**config.mk**
```make
export PLATFORM = sky130hd
export DESIGN_NAME = pin_port_ctrl
export DESIGN_NICKNAME = d
export VERILOG_FILES = /design/src/rtl/pinmux_pkg.sv /design/src/rtl/pin_ctrl.sv /design/src/rtl/pin_datapath.sv /design/src/rtl/pin_port_ctrl.sv
export SDC_FILE = /design/constraint.sdc
export NUM_CORES = 1
export LEC_CHECK = 0
export BUFFER_PORTS_ARGS = -buffer_cell sky130_fd_sc_hd__buf_2
export CAP_MARGIN = 20
export CELL_PAD_IN_SITES_DETAIL_PLACEMENT = 0
export CELL_PAD_IN_SITES_GLOBAL_PLACEMENT = 1
export CORE_UTILIZATION = 33
export CTS_BUF_LIST = sky130_fd_sc_hd__clkbuf_8
export DETAILED_ROUTE_END_ITERATION = 10
export PLACE_DENSITY = 0.73
export SLEW_MARGIN = 15
export SYNTH_ARGS = -nofsm -noshare
export SYNTH_HDL_FRONTEND = slang
export SYNTH_HIERARCHICAL = 1
export SYNTH_SLANG_ARGS = --single-unit
export TNS_END_PERCENT = 10
```
**constraint.sdc**
```tcl
create_clock -name clk -period 1 [get_ports clk]
set_input_delay 0.15 -clock clk [delete_from_list [all_inputs] [get_ports clk]]
set_output_delay 0.15 -clock clk [all_outputs]
set_load 0.005 [all_outputs]
```
**src/rtl/pinmux_pkg.sv**
```systemverilog
package pinmux_pkg;
  localparam int SPI_PINS  = 7;
  localparam int GPIO_PINS = 8;
  localparam int ALL_PINS  = GPIO_PINS + 1;
  localparam int REG_W     = GPIO_PINS;
  localparam int PIN_SCK   = 2;
  localparam int PIN_TXD   = SPI_PINS;
  localparam int PIN_RXD   = GPIO_PINS;
  // ownership bits exist only for SPI pins other than SCK
  localparam logic [REG_W-1:0] ASSIGN_MASK = REG_W'(((1 << SPI_PINS) - 1) & ~(1 << PIN_SCK));

  typedef enum logic [1:0] {
    SEL_DATA   = 2'd0,
    SEL_ASSIGN = 2'd1,
    SEL_DIR    = 2'd2,
    SEL_NONE   = 2'd3
  } regSel_e;

  typedef struct packed {
    logic             wrData;
    logic             wrAssign;
    logic             wrDir;
    regSel_e          rdSel;
    logic [REG_W-1:0] wdata;
  } strobe_t;
endpackage

```
**src/rtl/pin_ctrl.sv**
```systemverilog
module pin_ctrl
  import pinmux_pkg::*;
(
  input  logic             regWrEn,
  input  logic [1:0]       regSel,
  input  logic [REG_W-1:0] regWrData,
  output strobe_t          strobe
);
  regSel_e sel;

  always_comb begin
    sel             = regSel_e'(regSel);
    strobe.rdSel    = sel;
    strobe.wdata    = regWrData;
    strobe.wrData   = regWrEn && (sel == SEL_DATA);
    strobe.wrAssign = regWrEn && (sel == SEL_ASSIGN);
    strobe.wrDir    = regWrEn && (sel == SEL_DIR);
  end

  // at most one register written per cycle
  always_comb begin
    a_r8_one_write: assert ($countones({strobe.wrData, strobe.wrAssign, strobe.wrDir}) <= 1);
  end
endmodule

```
**src/rtl/pin_datapath.sv**
```systemverilog
module pin_datapath
  import pinmux_pkg::*;
(
  input  logic                 clk,
  input  logic                 rstN,
  input  strobe_t              strobe,
  output logic [REG_W-1:0]     regRdData,
  input  logic                 spiEnable,
  input  logic [SPI_PINS-1:0]  spiOut,
  input  logic                 wiredOrSpi,
  input  logic                 uartTxEn,
  input  logic                 uartTxData,
  input  logic                 wiredOrUart,
  input  logic [ALL_PINS-1:0]  padIn,
  output logic [GPIO_PINS-1:0] padOut,
  output logic [GPIO_PINS-1:0] padOe,
  output logic [GPIO_PINS-1:0] padOd
);
  logic [REG_W-1:0]     dataReg, assignReg, dirReg;
  logic [GPIO_PINS-1:0] srcVal, srcOe, srcOd, nextOut, nextOe;

  always_ff @(posedge clk) begin
    if (!rstN) begin
      dataReg   <= '0;
      assignReg <= '0;
      dirReg    <= '0;
    end else begin
      if (strobe.wrData)   dataReg   <= (strobe.wdata & dirReg) | (dataReg & ~dirReg);
      if (strobe.wrAssign) assignReg <= strobe.wdata & ASSIGN_MASK;
      if (strobe.wrDir)    dirReg    <= strobe.wdata;
    end
  end

  always_comb begin
    unique case (strobe.rdSel)
      SEL_DATA:   regRdData = padIn[REG_W-1:0];
      SEL_ASSIGN: regRdData = assignReg;
      SEL_DIR:    regRdData = dirReg;
      default:    regRdData = '0;
    endcase
  end

  for (genvar i = 0; i < SPI_PINS; i++) begin : g_spiPin
    logic spiOwns;
    if (i == PIN_SCK) begin : g_sck
      assign spiOwns = spiEnable;
    end else begin : g_assigned
      assign spiOwns = assignReg[i];
    end
    assign srcVal[i] = spiOwns ? spiOut[i] : dataReg[i];
    assign srcOe[i]  = dirReg[i];
    assign srcOd[i]  = wiredOrSpi;
  end

  assign srcVal[PIN_TXD] = uartTxEn ? uartTxData : dataReg[PIN_TXD];
  assign srcOe[PIN_TXD]  = uartTxEn | dirReg[PIN_TXD];
  assign srcOd[PIN_TXD]  = wiredOrUart;

  for (genvar p = 0; p < GPIO_PINS; p++) begin : g_drive
    assign nextOut[p] = srcOd[p] ? 1'b0 : srcVal[p];
    assign nextOe[p]  = srcOe[p] & (srcOd[p] ? ~srcVal[p] : 1'b1);
  end

  always_ff @(posedge clk) begin
    if (!rstN) begin
      padOut <= '0;
      padOe  <= '0;
      padOd  <= '0;
    end else begin
      padOut <= nextOut;
      padOe  <= nextOe;
      padOd  <= srcOd;
    end
  end

  // an open-drain pad never drives high
  a_r9_od_never_high: assert property (@(posedge clk) disable iff (!rstN)
    (padOd & padOe & padOut) == '0);
  // enabled SPI-group pads come from a set direction bit
  a_r6_oe_needs_dir: assert property (@(posedge clk) disable iff (!rstN)
    1'b1 |=> (padOe[SPI_PINS-1:0] & ~$past(dirReg[SPI_PINS-1:0])) == '0);
  // input-pin data bits never change
  a_r7_masked_data: assert property (@(posedge clk) disable iff (!rstN)
    1'b1 |=> ((dataReg ^ $past(dataReg)) & ~$past(dirReg)) == '0);
  // enabled push-pull transmitter owns pin 7
  a_r4_txd_claimed: assert property (@(posedge clk) disable iff (!rstN)
    (uartTxEn && !wiredOrUart) |=> padOe[PIN_TXD] && (padOut[PIN_TXD] == $past(uartTxData)));
endmodule

```
**src/rtl/pin_port_ctrl.sv**
```systemverilog
module pin_port_ctrl
  import pinmux_pkg::*;
(
  input  logic                 clk,
  input  logic                 rstN,
  input  logic                 regWrEn,
  input  logic [1:0]           regSel,
  input  logic [REG_W-1:0]     regWrData,
  output logic [REG_W-1:0]     regRdData,
  input  logic                 spiEnable,
  input  logic [SPI_PINS-1:0]  spiOut,
  output logic [SPI_PINS-1:0]  spiIn,
  input  logic                 wiredOrSpi,
  input  logic                 uartTxEn,
  input  logic                 uartTxData,
  output logic                 uartRxd,
  input  logic                 wiredOrUart,
  input  logic [ALL_PINS-1:0]  padIn,
  output logic [GPIO_PINS-1:0] padOut,
  output logic [GPIO_PINS-1:0] padOe,
  output logic [GPIO_PINS-1:0] padOd
);
  strobe_t strobe;

  pin_ctrl u_ctrl (
    .regWrEn   (regWrEn),
    .regSel    (regSel),
    .regWrData (regWrData),
    .strobe    (strobe)
  );

  pin_datapath u_dp (
    .clk         (clk),
    .rstN        (rstN),
    .strobe      (strobe),
    .regRdData   (regRdData),
    .spiEnable   (spiEnable),
    .spiOut      (spiOut),
    .wiredOrSpi  (wiredOrSpi),
    .uartTxEn    (uartTxEn),
    .uartTxData  (uartTxData),
    .wiredOrUart (wiredOrUart),
    .padIn       (padIn),
    .padOut      (padOut),
    .padOe       (padOe),
    .padOd       (padOd)
  );

  assign spiIn   = padIn[SPI_PINS-1:0];
  assign uartRxd = padIn[PIN_RXD];
endmodule

```
* Word level (Yosys, flattened, before mapping)
Cells that the tools add are included.
** Word-level totals
- Bits in registers :: 46
- Input port bits :: 34
- Output and inout bits :: 40
- Logic and storage cells :: 54
** Operators by class
- Eq/ne operators :: 2
- Mux-type cells :: 17
- Bitwise gates (word level) :: 22
- Reduce and logical (&&, ||, !) cells :: 6
** Operators by type and width (number)
- 8-bit case mux with 3 select lines :: 1
- 8-bit bitwise AND :: 2
- 1-bit 2-to-1 mux :: 16
- 1-bit inverter :: 9
- 1-bit bitwise AND :: 8
- 8-bit inverter :: 1
- 8-bit bitwise OR :: 1
- 2-bit OR reduction :: 2
- 1-bit logical AND :: 3
- 2-bit by 1-bit equality test with 1-bit output, second input constant :: 1
- 2-bit equality test, second input constant :: 1
- 2-bit logical NOT :: 1
- 1-bit bitwise OR :: 1

* Depth between registers and ports, before layout
Gate-level depths: netlist of run 1.
- Depth after elaboration :: 4
- Gate-level depth with buffers :: 5
- Gate-level depth less buffers :: 3

* Cells and area by module
Netlist of run 1, hierarchy kept.
** By module, submodules not included
- pin_datapath :: instances 1, cells each 159, area an instance 1659.1 µm², sequential area each 800.8 µm²
- pin_ctrl :: instances 1, cells each 13, area an instance 105.1 µm², sequential area each 0.0 µm²
- pin_port_ctrl :: instances 1, cells each 8, area an instance 60.1 µm², sequential area each 0.0 µm²

* Worst setup path before layout of run 1
Ideal clock, no wire load.
- Path kind :: input to output
- From :: input regSel[1]
- To :: output regRdData[0]
- Arrival :: 0.769 ns
- Required time :: 0.850 ns
- Slack :: 0.081 ns
- Stages on the path :: 4
- Buffers on the path :: 2
- Path through :: buf_4 buf_4 nor2b_2 o2bb2ai_1
** Between the ends
- Cells in the longest elaborated chain, start to end :: 2
- Elaborated cells between the ends (all ways) :: 4
- Those cells by class :: 2 x eq/ne; 1 x mux; 1 x reduce/logical
** RTL lines
- from (decl) :: line pin_port_ctrl.sv:7 : input logic [1:0] regSel,
- 2-bit equality test (tied with other cells) :: line pin_datapath.sv:35 : unique case (strobe.rdSel)
- 8-bit case mux with 3 select lines * :: line pin_datapath.sv:35
- to (decl) :: line pin_port_ctrl.sv:9 : output logic [REG_W-1:0] regRdData,
Mark *: on every way between the ends. The rest lies on a longest branch, timed or not.

* Final worst setup path of run 1
- From :: register u_dp.dirReg[5]
- To :: output regRdData[5]
** Between the ends
- Cells in the longest elaborated chain, start to end :: 1
** RTL lines
- from (decl) :: line pin_datapath.sv:19 : logic [REG_W-1:0] dataReg, assignReg, dirReg;
- from (signal assigned) :: line pin_datapath.sv:30 : if (strobe.wrDir) dirReg <= strobe.wdata;
- 8-bit case mux with 3 select lines :: line pin_datapath.sv:35
No other way between the ends.

==> impl_metrics.py, run 1 <==
metrics = {
    "pwr": {
        "power_frac_comb_pct": 13.5,
        "power_density_mw_per_mm2": 1310,
        "power_switching_uw": 774,
        "p_leak_uw": 0.00117,
        "p_int_uw": 2410,
        "pwr-share-clk_pct": 34.6,
        "ir_drop_v": 0.000563,
        "p_seq_share_pct": 51.9,
        "switching_share_pct": 24.3,
    },
    "finish": {
        "layout_commonest_cell": "buf_2",
        "syn2layout_area_growth_pct": 33.1,
        "fin_area_mm2": 0.00243,
        "final_util_pct": 46.6,
        "fillCellCount": 556,
        "drive_gt1_share_pct": 54.2,
        "fin_nets": 286,
        "final_cell_mix": "buf_2, mux2i_1, dfxtp_1, buf_4, nor2_1",
        "regArea_um2": 820,
        "diodes": 0,
        "multi_input_area_um2": 813,
    },
    "detailed_routing": {
        "ant_nets": 0,
        "drc": 0,
        "first_pass_iters": 4,
        "vias": 1432,
        "post_drt_via_cell_ratio": 4.43,
        "drt_iter0_markers": 52,
        "routed_wl_um": 4180,
        "drt-wirelength-per-cell_um": 12.9,
    },
    "sta": {
        "max_slew.worst_pin.slew_ps": 255,
        "rsz0062_at_grt": "true",
        "relSlewSlack_pct": 82.9,
        "period_needed_ps": 1120,
        "post-route-period-util_pct": 112,
        "slew_violations": 0,
        "finalSetupViolCount": 8,
        "finalHoldViolations": 0,
        "skew_ps": 4.74,
        "max_freq_mhz": 892,
        "tns_ps": -713,
        "finalWorstSetupSlack_ps": -121,
    },
    "global_routing": {
        "antenna_found_initial": 0,
        "grt_overflow": 0,
        "grt_pass1_wl_um": 6780,
        "grt_pass1_vias": 1424,
        "grt_max_degree": 17,
        "grt_util_all_layers_pct": 15.0,
    },
    "floorplanning": {
        "io_pins": 74,
        "die_x_um": 76.4,
        "die_h_um": 76.4,
        "coreArea_mm2": 0.00520,
        "start_util_pct": 35.0,
        "dieArea_mm2": 0.00583,
        "rows": 26,
    },
    "worst_setup_path": {
        "worst-path-max-fanout": 2,
        "crit_type": "flip-flop to output pin",
        "cp-end-kind": "output pin",
        "worstPathRequired_ps": 850,
        "arrival_ps": 970,
        "crit_path_start_kind": "flip-flop",
    },
    "synth": {
        "yosysSeqAreaShare_pct": 43.9,
        "synth_nets": 214,
        "ys_warn_count": 6,
        "netlist_area_mm2": 0.00182,
        "ys_ff_latch": 40,
        "synthDistinctLibCells": 25,
        "syn_avg_cell_area_um2": 10.1,
        "postSynthCellCount": 180,
    },
    "clocking": {
        "cts_hold_buf": 0,
        "cts_inserted_buffers": 5,
        "clock_path_buffers": 2,
        "path_clk_slew_ps": 80,
        "cts_tree": "built",
        "root_buffer": "clkbuf_8",
        "numClockSinks": 40,
        "clk-insertion-delay-late_ps": 290,
        "h-tree-depth": 2,
    },
    "run_status": {
        "violations": "negative setup slack",
        "status": "complete, but fails checks",
    },
    "job": {
        "drv_cap": 0,
    },
    "placed_design": {
        "place_congestion": 0.759,
        "dpl-instance-area_mm2": 0.00225,
        "pre_cts_slack_ps": -63.9,
        "place_hpwl_um": 3140,
        "numPortBuffers": 71,
    },
    "min_path": {
        "min_path_type": "primary input to flip-flop",
    },
}
==> final timing paths <==
path	slack (ps)	start	end	depth (start not counted)
worst max-delay path	-120	u_dp/dirReg[5]	regRdData[5]	3
worst max register to register	20	u_dp/assignReg[5]	u_dp/padOut[5]	3
worst min register to register	500	u_dp/dirReg[2]	u_dp/padOe[2]	1
worst min-delay path	60	wiredOrUart	u_dp/padOut[7]	2
==> power by group through the flow <==
stage,combinational (µW),sequential [µW],clock [µW]
4_1_cts,428,1650,1140
2_1_floorplan,240,1690,0
5_1_grt,467,1660,1210
3_3_place_gp,410,1690,0
3_5_place_dp,409,1690,0
6_report,428,1650,1100
==> cell usage after synthesis <==
| library cell | number | area, µm² |
|---|---|---|
| mux2_1 | 4 | 45.0 |
| nand3_1 | 9 | 45.0 |
| nand2_1 | 4 | 15.0 |
| nor2b_1 | 4 | 25.0 |
| buf_2 | 5 | 25.0 |
| and2_1 | 1 | 6.26 |
| nand2b_1 | 1 | 6.26 |
| a21bo_1 | 5 | 50.1 |
| buf_4 | 26 | 195 |
| a21oi_2 | 2 | 17.5 |
| inv_1 | 2 | 7.51 |
| and3b_1 | 2 | 17.5 |
| nor3b_2 | 1 | 12.5 |
| nor2_1 | 20 | 75.1 |
| a21boi_0 | 1 | 7.51 |
| o2bb2ai_1 | 6 | 52.6 |
| buf_8 | 1 | 15.0 |
| nor2b_2 | 1 | 8.76 |
| o211a_1 | 4 | 40.0 |
| dfxtp_1 | 40 | 801 |
| a21bo_2 | 3 | 30.0 |
| buf_6 | 1 | 11.3 |
| nor3_1 | 1 | 5.00 |
| mux2i_1 | 26 | 260 |
| a21oi_1 | 10 | 50.1 |
==> per-stage QoR <==
step,hold WS (ps),cells,total power [µW]
final,59.5,323,3180
after global routing,68.0,323,3340
after CTS,51.6,323,3220
after detailed placement,300,313,2100
after global placement,300,313,2100
after floorplan,229,180,1930
==> worst max-delay path, cell delays in order (launching register included) <==
cell and delay (ps):
dfxtp_2 320, mux2i_1 180, o2bb2ai_2 60, buf_2 120
==> kinds of logic after synthesis <==
logic type | after synthesis | synth area share (%)
buffers and inverters | 35 | 13.9
DFF | 40 | 43.9
muxes | 30 | 16.7
and+or+nand+nor | 44 | 11.9
AOI/OAI and AO/OA | 31 | 13.6
==> final cells by class <==
class | instances | area share (%)
clock inverter | 2 | 0.412
clock buffer | 6 | 3.40
tap | 70 | 3.61
inverter | 2 | 0.309
multi-input combinational | 105 | 33.5
timing repair buffer | 98 | 25.0
sequential | 40 | 33.8
==> metal layers <==
| layer | global-route usage [%] | share of wire (%) |
|---|---|---|
| met5 | 0 | 0 |
| met4 | 6.54 | 1.6 |
| met3 | 4.31 | 5.1 |
| met2 | 25.7 | 49 |
| met1 | 17.3 | 44 |
==> repair_timing <==
action                                  CTS  global route
pin swaps                                 6             0
setup buffers                             3             0
gates cloned                              0             0
gates resized for setup                  23             4
endpoints found under the setup margin    8            18
Power figures use the tool's default switching activity.
==> run 2, diff against run 1 <==
--- a/config.mk
+++ b/config.mk
@@ -9,10 +9,10 @@
 export CAP_MARGIN = 20
 export CELL_PAD_IN_SITES_DETAIL_PLACEMENT = 0
 export CELL_PAD_IN_SITES_GLOBAL_PLACEMENT = 1
-export CORE_UTILIZATION = 33
+export CORE_UTILIZATION = 37
 export CTS_BUF_LIST = sky130_fd_sc_hd__clkbuf_8
 export DETAILED_ROUTE_END_ITERATION = 10
-export PLACE_DENSITY = 0.73
+export PLACE_DENSITY = 0.78
 export SLEW_MARGIN = 15
 export SYNTH_ARGS = -nofsm -noshare
 export SYNTH_HDL_FRONTEND = slang
==> constraint.sdc (replaced) <==
create_clock -name clk -period 1.1 [get_ports clk]
set_input_delay 0.165 -clock clk [delete_from_list [all_inputs] [get_ports clk]]
set_output_delay 0.165 -clock clk [all_outputs]
set_load 0.005 [all_outputs]
==> run 2 against run 1 <==
  * The run still ends with negative setup slack left
  * Sequential cell count stayed put
  * Via count fell by 0.21%
  * Sequential share of layout area grew 2.0 points
  * First-iteration DRC count grew 42%
  * Global-route usage is 0.69 points higher
  * Combinational power decreased by 19%
  * Clock power decreased by 10%
  * Clock skew is 1.8 ps lower
  * Die area down 11%
  * Largest cell class unchanged
==> impl_metrics.py, run 2 (synthesis results as in run 1) <==
metrics = {
    "clocking": {
        "cts_hold_buf": 0,
        "numClockSinks": 40,
        "clock_path_buffers": 2,
        "clk-insertion-delay-late_ps": 290,
        "root_buffer": "clkbuf_8",
        "h-tree-depth": 2,
        "cts_inserted_buffers": 5,
        "path_clk_slew_ps": 80,
        "cts_tree": "built",
    },
    "global_routing": {
        "grt_max_degree": 13,
        "grt.busiest_layer": "met2",
        "met3_usage_pct": 4.44,
        "use_met2_pct": 24.8,
        "grt_pass1_wl_um": 6210,
        "gr-usage-met1_pct": 19.8,
        "grt_util_all_layers_pct": 15.7,
        "grt_overflow": 0,
        "antenna_found_initial": 0,
        "grt_pass1_vias": 1327,
    },
    "pwr": {
        "p_leak_uw": 0.00111,
        "power_density_mw_per_mm2": 1240,
        "ir_drop_v": 0.000464,
        "power_frac_comb_pct": 12.3,
        "p_int_uw": 2150,
        "p_seq_share_pct": 52.8,
        "design_power_total_uw": 2830,
        "pwr-share-clk_pct": 34.9,
        "power_switching_uw": 684,
        "switching_share_pct": 24.1,
    },
    "detailed_routing": {
        "drt-wirelength-per-cell_um": 12.6,
        "first_pass_iters": 6,
        "drc": 0,
        "drt_iter0_markers": 74,
        "routed_wl_um": 3930,
        "ant_nets": 0,
        "vias": 1429,
        "post_drt_via_cell_ratio": 4.59,
    },
    "finish": {
        "fin_nets": 277,
        "drive_gt1_share_pct": 45.1,
        "diodes": 0,
        "final_cells": 311,
        "syn2layout_area_growth_pct": 25.4,
        "layout_commonest_cell": "buf_2",
        "final_cell_mix": "buf_2, dfxtp_1, mux2i_1, nor2_1, buf_4",
        "fillCellCount": 455,
        "final_util_pct": 48.4,
    },
    "sta": {
        "rsz0062_at_grt": "true",
        "finalSetupViolCount": 6,
        "skew_ps": 2.98,
        "slew_violations": 0,
        "finalWorstSetupSlack_ps": -36.3,
        "whs_ps": 71.1,
        "max_slew.worst_pin.slew_ps": 340,
        "max_freq_mhz": 880,
        "period_needed_ps": 1140,
        "finalHoldViolations": 0,
        "post-route-period-util_pct": 103,
        "relSlewSlack_pct": 77.3,
    },
    "worst_setup_path": {
        "crit_path_start_kind": "flip-flop",
        "crit_family": "flip-flops",
        "crit_type": "flip-flop to output pin",
        "arrival_ps": 970,
        "worst-path-max-fanout": 2,
        "critical_path.n_buffers_inverters": 1,
        "worstPathRequired_ps": 940,
        "cp-end-kind": "output pin",
        "crit_chain": "mux2i_1, o2bb2ai_1, buf_2",
        "max_stage_delay_ps": 330,
        "cp_slowest_cell": "dfxtp_2",
    },
    "placed_design": {
        "numPortBuffers": 71,
        "place_hpwl_um": 2840,
        "pre_cts_slack_ps": -16.9,
        "dp.cells": 297,
        "place_congestion": 0.754,
    },
    "floorplanning": {
        "io_pins": 74,
        "dieArea_mm2": 0.00522,
        "start_util_pct": 38.6,
        "die_h_um": 72.2,
        "rows": 25,
        "die_x_um": 72.2,
        "coreArea_mm2": 0.00472,
    },
    "run_status": {
        "violations": "negative setup slack",
        "status": "complete, but fails checks",
    },
    "min_path": {
        "min_path_type": "primary input to flip-flop",
    },
    "job": {
        "drv_cap": 0,
    },
}
[run 2: routing by layer]
| metal | up-vias | routed length, µm |
|---|---|---|
| met3 | 8 | 207 |
| met2 | 47 | 1780 |
| met5 | - | 0 |
| li1 | 722 | - |
| met1 | 652 | 1850 |
| met4 | 0 | 89 |
[run 2: worst reg2reg max path, stage by stage (launching register included)]
cell	delay (ps)
dfxtp_1	380
mux2_1	370
nor2b_1	140
[run 2: layout make-up]
cell class                 instances  area (µm²)  share of cell area [%]
clock buffer                       6        82.6                    3.61
clock inverter                     2        7.51                   0.328
inverter                           2        7.51                   0.328
multi-input combinational        105         769                    33.6
sequential                        40         818                    35.8
tap                               67        83.8                    3.67
timing repair buffer              89         518                    22.6
[run 2: path summary, 6_finish.rpt]
check                           cells after the start               from  slack, ps              to
worst max-delay path                                3     u_dp/dirReg[4]        -40    regRdData[4]
worst min-delay path                                2        wiredOrUart         70  u_dp/padOut[7]
worst max register to register                      2  u_dp/assignReg[4]        100  u_dp/padOut[4]
worst min register to register                      1     u_dp/dirReg[2]        500   u_dp/padOe[2]
[run 2: power groups by stage]
| stage | sequential (µW) | combinational, µW | clock [µW] |
|---|---|---|---|
| floorplan | 1540 | 218 | 0 |
| global placement | 1540 | 329 | 0 |
| detailed placement | 1540 | 332 | 0 |
| CTS | 1500 | 349 | 1000 |
| global route | 1500 | 383 | 1070 |
| finish | 1500 | 348 | 989 |
[run 2: metrics by stage]
step           area (µm²)  setup TNS [ps]
2_1_floorplan        1820               0
3_3_place_gp         2130               0
3_5_place_dp         2130           -34.8
4_1_cts              2280            -195
5_1_grt              2290            -546
6_report             2290            -151
[run 2: what timing repair did]
| action | 4_1_cts | 5_1_grt |
|---|---|---|
| setup buffers | 6 | 0 |
| resized for setup | 10 | 2 |
| pin swaps | 6 | 0 |
| setup endpoints to repair | 8 | 8 |
